### src/rtl/ocp_pkg.sv
package ocp_pkg;
  localparam int CNT_W = 3;
  localparam logic [CNT_W-1:0] CNT_MAX = 3'd7;

  typedef enum logic [1:0] {
    MULT_X3  = 2'd0,
    MULT_X7  = 2'd1,
    MULT_X15 = 2'd2
  } mult_e;

  // Strap code to multiplier: 00 -> 3x, 10 -> 15x, 01/11 -> 7x
  function automatic mult_e strap_to_mult(input logic [1:0] code);
    case (code)
      2'b00:   return MULT_X3;
      2'b10:   return MULT_X15;
      default: return MULT_X7;
    endcase
  endfunction
endpackage

### src/rtl/ocp_blank_timer.sv
module ocp_blank_timer #(
  parameter int BLANK_CYC = 3
) (
  input  logic clk,
  input  logic rst_n,
  input  logic on_i,
  output logic valid_o
);
  localparam int W = (BLANK_CYC < 1) ? 1 : $clog2(BLANK_CYC + 1);
  localparam logic [W-1:0] LIMIT = W'(BLANK_CYC);

  logic [W-1:0] cnt_q, cnt_d;

  always_comb begin
    cnt_d = cnt_q;
    if (!on_i)               cnt_d = '0;
    else if (cnt_q != LIMIT) cnt_d = cnt_q + 1'b1;
  end

  always_ff @(posedge clk or negedge rst_n) begin
    if (!rst_n) cnt_q <= '0;
    else        cnt_q <= cnt_d;
  end

  assign valid_o = on_i && (cnt_q == LIMIT);
endmodule

### src/rtl/ocp_cal_ctrl.sv
module ocp_cal_ctrl
  import ocp_pkg::*;
#(
  parameter int CAL_CYC = 4
) (
  input  logic       clk,
  input  logic       rst_n,
  input  logic       active_i,
  input  logic [1:0] strap_i,
  output logic       done_o,
  output logic [1:0] mult_o
);
  localparam int W = (CAL_CYC < 2) ? 1 : $clog2(CAL_CYC);
  localparam logic [W-1:0] LAST = W'(CAL_CYC - 1);

  logic [W-1:0] cnt_q, cnt_d;
  logic         done_q, done_d;
  mult_e        mult_q, mult_d;
  logic         cnt_en;

  assign cnt_en = active_i && !done_q;

  always_comb begin
    cnt_d  = cnt_q;
    done_d = done_q;
    mult_d = mult_q;
    if (!active_i) begin
      cnt_d  = '0;
      done_d = 1'b0;
      mult_d = MULT_X7;
    end else if (cnt_en) begin
      if (cnt_q == LAST) begin
        done_d = 1'b1;
        mult_d = strap_to_mult(strap_i);
      end else begin
        cnt_d = cnt_q + 1'b1;
      end
    end
  end

  always_ff @(posedge clk or negedge rst_n) begin
    if (!rst_n) begin
      cnt_q  <= '0;
      done_q <= 1'b0;
      mult_q <= MULT_X7;
    end else begin
      cnt_q  <= cnt_d;
      done_q <= done_d;
      mult_q <= mult_d;
    end
  end

  assign done_o = done_q;
  assign mult_o = mult_q;
endmodule

### src/rtl/ocp_fault_integ.sv
module ocp_fault_integ
  import ocp_pkg::*;
(
  input  logic             clk,
  input  logic             rst_n,
  input  logic             active_i,
  input  logic             ready_i,
  input  logic             cyc_start_i,
  input  logic             ls_hit_i,
  input  logic             sc_hit_i,
  output logic [CNT_W-1:0] cnt_o,
  output logic             fault_o
);
  logic [CNT_W-1:0] cnt_q, cnt_d;
  logic             seen_q, seen_d;
  logic             fault_q, fault_d;
  logic             over;

  assign over = seen_q || ls_hit_i;

  always_comb begin
    cnt_d   = cnt_q;
    seen_d  = seen_q;
    fault_d = fault_q;
    if (!active_i) begin
      cnt_d   = '0;
      seen_d  = 1'b0;
      fault_d = 1'b0;
    end else if (fault_q || !ready_i) begin
      seen_d = 1'b0;
    end else if (sc_hit_i) begin
      cnt_d   = CNT_MAX;
      fault_d = 1'b1;
      seen_d  = 1'b0;
    end else if (cyc_start_i) begin
      seen_d = 1'b0;
      if (over) begin
        if (cnt_q != CNT_MAX) cnt_d = cnt_q + 1'b1;
      end else if (cnt_q != '0) begin
        cnt_d = cnt_q - 1'b1;
      end
      fault_d = (cnt_d == CNT_MAX);
    end else begin
      seen_d = over;
    end
  end

  always_ff @(posedge clk or negedge rst_n) begin
    if (!rst_n) begin
      cnt_q   <= '0;
      seen_q  <= 1'b0;
      fault_q <= 1'b0;
    end else begin
      cnt_q   <= cnt_d;
      seen_q  <= seen_d;
      fault_q <= fault_d;
    end
  end

  assign cnt_o   = cnt_q;
  assign fault_o = fault_q;
endmodule

### src/rtl/ocp_supervisor.sv
module ocp_supervisor
  import ocp_pkg::*;
#(
  parameter int BLANK_CYC = 3,
  parameter int CAL_CYC   = 4
) (
  input  logic       clk,
  input  logic       rst_n,
  input  logic       en_i,
  input  logic       uvlo_ok_i,
  input  logic       cyc_start_i,
  input  logic       hs_on_i,
  input  logic       ls_on_i,
  input  logic       ls_oc_cmp_i,
  input  logic       hs_sc_cmp_i,
  input  logic [1:0] strap_i,
  output logic       hs_drv_o,
  output logic       ls_drv_o,
  output logic       fault_o,
  output logic [2:0] fault_cnt_o,
  output logic [1:0] mult_code_o
);
  localparam int NPH = 2;

  logic             active, ready, fault, drv_ok;
  logic [NPH-1:0]   ph_on, ph_valid;
  logic             ls_hit, sc_hit;
  logic [CNT_W-1:0] cnt;

  assign active = en_i && uvlo_ok_i;
  assign ph_on  = {hs_on_i, ls_on_i};

  for (genvar g = 0; g < NPH; g++) begin : g_blank
    ocp_blank_timer #(.BLANK_CYC(BLANK_CYC)) u_blank (
      .clk    (clk),
      .rst_n  (rst_n),
      .on_i   (ph_on[g]),
      .valid_o(ph_valid[g])
    );
  end

  assign ls_hit = ph_valid[0] && ls_oc_cmp_i;
  assign sc_hit = ph_valid[1] && hs_sc_cmp_i && ready;

  ocp_cal_ctrl #(.CAL_CYC(CAL_CYC)) u_cal (
    .clk     (clk),
    .rst_n   (rst_n),
    .active_i(active),
    .strap_i (strap_i),
    .done_o  (ready),
    .mult_o  (mult_code_o)
  );

  ocp_fault_integ u_integ (
    .clk        (clk),
    .rst_n      (rst_n),
    .active_i   (active),
    .ready_i    (ready),
    .cyc_start_i(cyc_start_i),
    .ls_hit_i   (ls_hit),
    .sc_hit_i   (sc_hit),
    .cnt_o      (cnt),
    .fault_o    (fault)
  );

  assign drv_ok      = ready && !fault;
  assign hs_drv_o    = hs_on_i && drv_ok && !sc_hit;
  assign ls_drv_o    = ls_on_i && drv_ok;
  assign fault_o     = fault;
  assign fault_cnt_o = cnt;
endmodule

### config.mk
export PLATFORM = sky130hd
export DESIGN_NAME = ocp_supervisor
export DESIGN_NICKNAME = d
export VERILOG_FILES = /design/src/rtl/ocp_pkg.sv /design/src/rtl/ocp_blank_timer.sv /design/src/rtl/ocp_cal_ctrl.sv /design/src/rtl/ocp_fault_integ.sv /design/src/rtl/ocp_supervisor.sv
export SDC_FILE = /design/constraint.sdc
export NUM_CORES = 1
export LEC_CHECK = 0
export BUFFER_PORTS_ARGS = -buffer_cell sky130_fd_sc_hd__buf_2
export CELL_PAD_IN_SITES_DETAIL_PLACEMENT = 0
export CELL_PAD_IN_SITES_GLOBAL_PLACEMENT = 2
export CORE_ASPECT_RATIO = 1.25
export CORE_MARGIN = 4
export CORE_UTILIZATION = 30
export CTS_CLUSTER_DIAMETER = 150
export DETAILED_ROUTE_END_ITERATION = 6
export PLACE_DENSITY_LB_ADDON = 0.15
export SETUP_SLACK_MARGIN = 0.1
export SLEW_MARGIN = 20
export SYNTH_ARGS = -nofsm -noshare
export SYNTH_HDL_FRONTEND = slang
export SYNTH_SLANG_ARGS = --single-unit
### constraint.sdc
create_clock -name clk -period 5.4 [get_ports clk]
set_clock_uncertainty 0.1 [all_clocks]
set_input_delay 0 -clock clk [delete_from_list [all_inputs] [get_ports clk]]
set_output_delay 0 -clock clk [all_outputs]
set_load 0.01 [all_outputs]
=== Yosys cells after proc, flatten, opt, wreduce, memory -nomap -nowiden ===
Cells that the tools add are included.

* Flip-flop bits (word level): 14
* Input bits: 11
* Word-level logic and storage cells: 82
* Output and inout port bits: 8

* Reduce and logical (&&, ||, !) cells: 21
* Equality and inequality tests: 15
* $add $sub $neg: 5
* Multiplexer cells: 33

{| class="wikitable"
|+ Operators by type and width
! cell !! number
|-
| 3-bit two-way mux || 11
|-
| 2-bit two-way mux || 10
|-
| 2-bit != test, second input constant || 6
|-
| 1-bit logical AND || 11
|-
| 1-bit two-way mux || 11
|-
| 2-bit == test, second input constant || 4
|-
| 2-bit by 1-bit adder with 2-bit output, second input constant || 3
|-
| 3-bit != test, second input constant || 2
|-
| 2-bit AND reduction || 3
|-
| 2-bit by 1-bit != test with 1-bit output, second input constant || 2
|-
| 2-bit case mux with 2 select lines || 1
|-
| 3-bit by 1-bit adder with 3-bit output, second input constant || 1
|-
| 3-bit == test, second input constant || 1
|-
| 1-bit zero test || 3
|-
| 3-bit nonzero test || 1
|-
| 3-bit by 1-bit subtractor with 3-bit output, second input constant || 1
|-
| 2-bit zero test || 1
|-
| 1-bit logical OR || 2
|}

=== Longest topological paths before layout ===
* Word-level depth: 14
* Depth in mapped cells: 7
* Gate-level depth less buffers: 7

=== Cells and area by module ===
A second synthesis with hierarchy kept.

* Cell total of the unflattened synthesis: 82
* Area, all modules: 868.3 µm²

{| class="wikitable"
|+ Modules (own cells, without submodules)
! module !! cells an instance !! instances !! area each (µm²) !! seq. area each (µm²)
|-
| ocp_fault_integ || 41 || 1 || 385.4 || 125.1
|-
| ocp_cal_ctrl || 19 || 1 || 235.2 || 126.4
|-
| ocp_blank_timer || 8 || 2 || 101.3 || 50.0
|-
| ocp_supervisor || 6 || 1 || 45.0 || 0.0
|}

=== Worst setup path after synthesis ===
Ideal clock, no wire load.

* Kind: register to register
* From: register g_blank[0].u_blank.cnt_q[0]
* To: register u_integ.fault_q, in the netlist u_integ.fault_o
* Slack: 3653 ps
* Library setup time: 74 ps
* Path buffers: 0
* Data required time: 5226 ps
* Cell stages (with the launch flop): 7
* Arrival time: 1573 ps
* Cell sequence: dfrtp_1 > ha_1 > a31oi_4 > mux2i_1 > xnor2_1 > a211o_1 > o21ai_2

* Longest elaborated chain between the ends: 14

{| class="wikitable"
|+ RTL lines
! element !! line !! text
|-
| start, declared || ocp_blank_timer.sv:12 || <nowiki>logic [W-1:0] cnt_q, cnt_d;</nowiki>
|-
| start signal, assigned || ocp_blank_timer.sv:22 || <nowiki>else cnt_q <= cnt_d;</nowiki>
|-
| 2-bit == test || ocp_blank_timer.sv:25 || <nowiki>assign valid_o = on_i && (cnt_q == LIMIT);</nowiki>
|-
| 1-bit logical AND || ocp_blank_timer.sv:25 ||
|-
| 1-bit logical AND || ocp_supervisor.sv:42 || <nowiki>assign ls_hit = ph_valid[0] && ls_oc_cmp_i;</nowiki>
|-
| 1-bit logical OR || ocp_fault_integ.sv:19 || <nowiki>assign over = seen_q || ls_hit_i;</nowiki>
|-
| 3-bit two-way mux || ocp_fault_integ.sv:37 || <nowiki>if (over) begin</nowiki>
|-
| 3-bit two-way mux || ocp_fault_integ.sv:35 || <nowiki>end else if (cyc_start_i) begin</nowiki>
|-
| 3-bit two-way mux || ocp_fault_integ.sv:31 || <nowiki>end else if (sc_hit_i) begin</nowiki>
|-
| 3-bit two-way mux || ocp_fault_integ.sv:29 || <nowiki>end else if (fault_q || !ready_i) begin</nowiki>
|-
| 3-bit two-way mux || ocp_fault_integ.sv:25 || <nowiki>if (!active_i) begin</nowiki>
|-
| 3-bit == test || ocp_fault_integ.sv:42 || <nowiki>fault_d = (cnt_d == CNT_MAX);</nowiki>
|-
| 1-bit two-way mux || ocp_fault_integ.sv:35 ||
|-
| 1-bit two-way mux || ocp_fault_integ.sv:31 ||
|-
| 1-bit two-way mux || ocp_fault_integ.sv:29 ||
|-
| 1-bit two-way mux || ocp_fault_integ.sv:25 ||
|-
| end signal, assigned || ocp_fault_integ.sv:56 || <nowiki>fault_q <= fault_d;</nowiki>
|-
| end, declared || ocp_fault_integ.sv:16 || <nowiki>logic fault_q, fault_d;</nowiki>
|}

Every way passes these cells. The select of a mux whose other input is x is not followed.
A chain may end at the register's enable or synchronous reset.

=== Worst setup path after layout ===
Ends and elaborated chain as after synthesis.

==> flow_summary_export.csv <==
group,metric,value,unit
grt,grt_pass1_wl,2.97,mm
synth,synth-adder-area-share,9.32,%
floorplan,fp.dieW,54.4,um
place,routabilityCongestion,0.737,
grt,antenna_found_initial,0,
synth,synthSimpleGateAreaFrac,21.7,%
floorplan,start_util,32.2,%
synth,synth_top_family_by_area,"simple AND/OR/NAND/NOR gates",
layout,fillCellCount,257,
floorplan,core_area,2500,um^2
synth,syn_area_per_cell,10.3,um^2
pwr,irDropWorstVdd,0.0714,mV
synth,synth_compound_area_share,14.6,%
clock_tree,post-cts-setup-buffers,0,
floorplan,die-area,3580,um^2
routing,post_drt_wl_per_cell,12.3,um
clock_tree,cts_tree,"yes",
synth,yosysWarningCount,0,
synth,synthTopCellsByArea,"dfrtp_1 40%, ha_1 9.3%, mux2i_1 5.0%",
pwr,fin_total_pwr,0.213,mW
synth,synthMuxAreaShare,4.97,%
grt,grt_pass1_vias,682,
clock_tree,cts.htree.levels,1,
setup_path,r2r_slack,3500,ps
pwr,p_leak,0.491,nW
layout,drive_gt1_share,24.1,%
synth,syn_nets,95,
clock_tree,cts_inserted_buffers,3,
layout,multiInputGateArea,443,um^2
layout,areaGrowthSynthToFinish,29.5,%
clock_tree,cts_resized,0,
setup_path,critPathKind,"register to register",
synth,async_flop_share,100,%
job,max-cap-violations,0,
floorplan,pin_count,19,
setup_path,reg2reg_depth,6,
synth,yosysSeqAreaShare,43.6,%
layout,fin_cells,141,
timing,report.final.slew_viol_count,0,
synth,synth_area,806,um^2
grt,grt_overflow_total,0,
timing,period_share,35.2,%
synth,yosysMostFrequentCell,"dfrtp_1",
routing,drt_iter0_drc,8,
clock_tree,path_clk_slew,80,ps
timing,tightest_slew,350,ps
routing,drc,0,
synth,yosys.area.top_type,"dfrtp_1",
synth,ys.flop_type,"dfrtp_1",
routing,antenna_left,0,
synth,synth_edf_count,0,
min_path,hold_depth,3,
setup_path,required,5510,ps
layout,nets,126,
timing,setup_viol,0,
timing,period_needed,1900,ps
min_path,min_path_type,"input pin to register",
clock_tree,clock-sinks,14,
timing,fmax,526,MHz
grt,grt_max_degree,15,
clock_tree,clockBufferDepth,2,
routing,vias,678,
timing,setup_tns,0,ps
outcome,status,"finished clean",
pwr,cellPowerDensity,205,nW/um^2
layout,n_antenna_cell,0,
grt,track_usage,11.6,%
synth,syn_inst,78,
synth,synthTopCellsByCount,"13 x dfrtp_1, 9 x nor2_1, 6 x ha_1",
place,dp_hpwl,1.27,mm
synth,synth_top_area_share,40.4,%
synth,synth-seq-cells,14,
synth,ys_types,28,
setup_path,worstPathMaxFanout,8,
synth,synth_xor_area_share,4.35,%
routing,routed_via_density,4.81,
layout,post-route-util,41.7,%
routing,firstDrtPassIters,4,
timing,rsz0062_at_grt,"no",
clock_tree,clockRootBuffer,"clkbuf_4",
routing,drt-total-wl,1.73,mm
place,io_buffers,18,
layout,ff_latch_area,352,um^2
clock_tree,cts_hold_buf,8,
clock_tree,insertion_delay,270,ps
setup_path,arrival,2010,ps
floorplan,rows,20,
place,dp.cells,129,
floorplan,die_h,65.9,um
timing,hold_violations,0,
setup_path,crit_path_start_kind,"register",
setup_path,worst_setup_path_end_kind,"register",
timing,relSlewSlack,76.6,%
==> worst max-delay path, cell delays in order, from the launching register on <==
cell     delay, ps
dfrtp_1        400
ha_1           270
a31oi_4        270
mux2i_1        250
xnor2_1        110
a211o_1        320
o21ai_2        100
==> sequential cells by signal, indices dropped and copies added (netlist names) <==
register               cells
g_blank.u_blank.cnt_q      4
u_integ.cnt_o              3
u_cal.cnt_q                2
u_cal.mult_o               2
u_cal.done_o               1
u_integ.fault_o            1
u_integ.seen_q             1
==> cell type report <==
type	instances	area share (%)
sequential	14	33.7
timing repair buffer	26	16.3
tap	33	3.96
clock buffer	4	2.52
multi-input combinational	61	42.4
inverter	3	1.08
==> per-layer routing <==
layer,vias to the layer above,global-route usage [%],wire length [um]
li1,337,-,-
met1,324,13.2,738
met2,15,19.8,894
met3,2,1.35,63
met4,0,7.48,34
met5,-,0,0
==> final timing paths <==
path	start	end
setup reg to reg	g_blank[0].u_blank.cnt_q[0]	u_integ.fault_o
hold / removal	hs_sc_cmp_i	u_integ.cnt_o[0]
setup / recovery	g_blank[0].u_blank.cnt_q[0]	u_integ.fault_o
min in group asynchronous	rst_n	u_cal.done_o
hold reg to reg	u_cal.mult_o[1]	u_cal.mult_o[1]
max in group asynchronous	rst_n	u_cal.mult_o[0]
==> placed cells by master (no fill, tap or decap), drive strengths merged, types with 2 or more instances in the layout <==
cell	synthesis	routed
buf	0	18
a21oi	4	4
dlygate4sd3	0	8
nand3	2	2
o21ai	3	3
xnor2	4	4
nand2b	2	2
and3	2	2
nand2	5	5
clkbuf	0	4
inv	3	3
dfrtp	13	13
nor2	9	9
and2	3	3
mux2i	4	4
a211oi	3	3
ha	6	6
nor2b	4	4
==> cell families (layout without fill, tap and decap cells) <==
logic type | count (synthesis) | after routing
AOI/OAI and AO/OA | 15 | 15
xor gates and xnor gates | 4 | 4
adders and majority gates | 6 | 6
buffers and inverters | 3 | 33
DFF | 14 | 14
muxes | 4 | 4
and+or+nand+nor | 32 | 32
==> report_power, final <==
| group | internal, mW | leakage (nW) | switching [mW] | total [mW] |
|---|---|---|---|---|
| registers | 0.112 | 0.187 | 0.00448 | 0.117 |
| clock network | 0.0286 | 0.0150 | 0.0325 | 0.0611 |
| logic | 0.0193 | 0.290 | 0.0164 | 0.0357 |
==> metrics by stage <==
step | cell area (um^2) | setup slack [ps] | hold WS, ps
finish | 1040 | 3500 | 12.0
CTS | 1040 | 3480 | 16.9
floorplan | 806 | 3650 | -396
detailed placement | 937 | 3510 | -181
global placement | 937 | 3500 | -181
global route | 1040 | 3370 | 43.2
No activity file was read; power rests on OpenSTA's default activity.
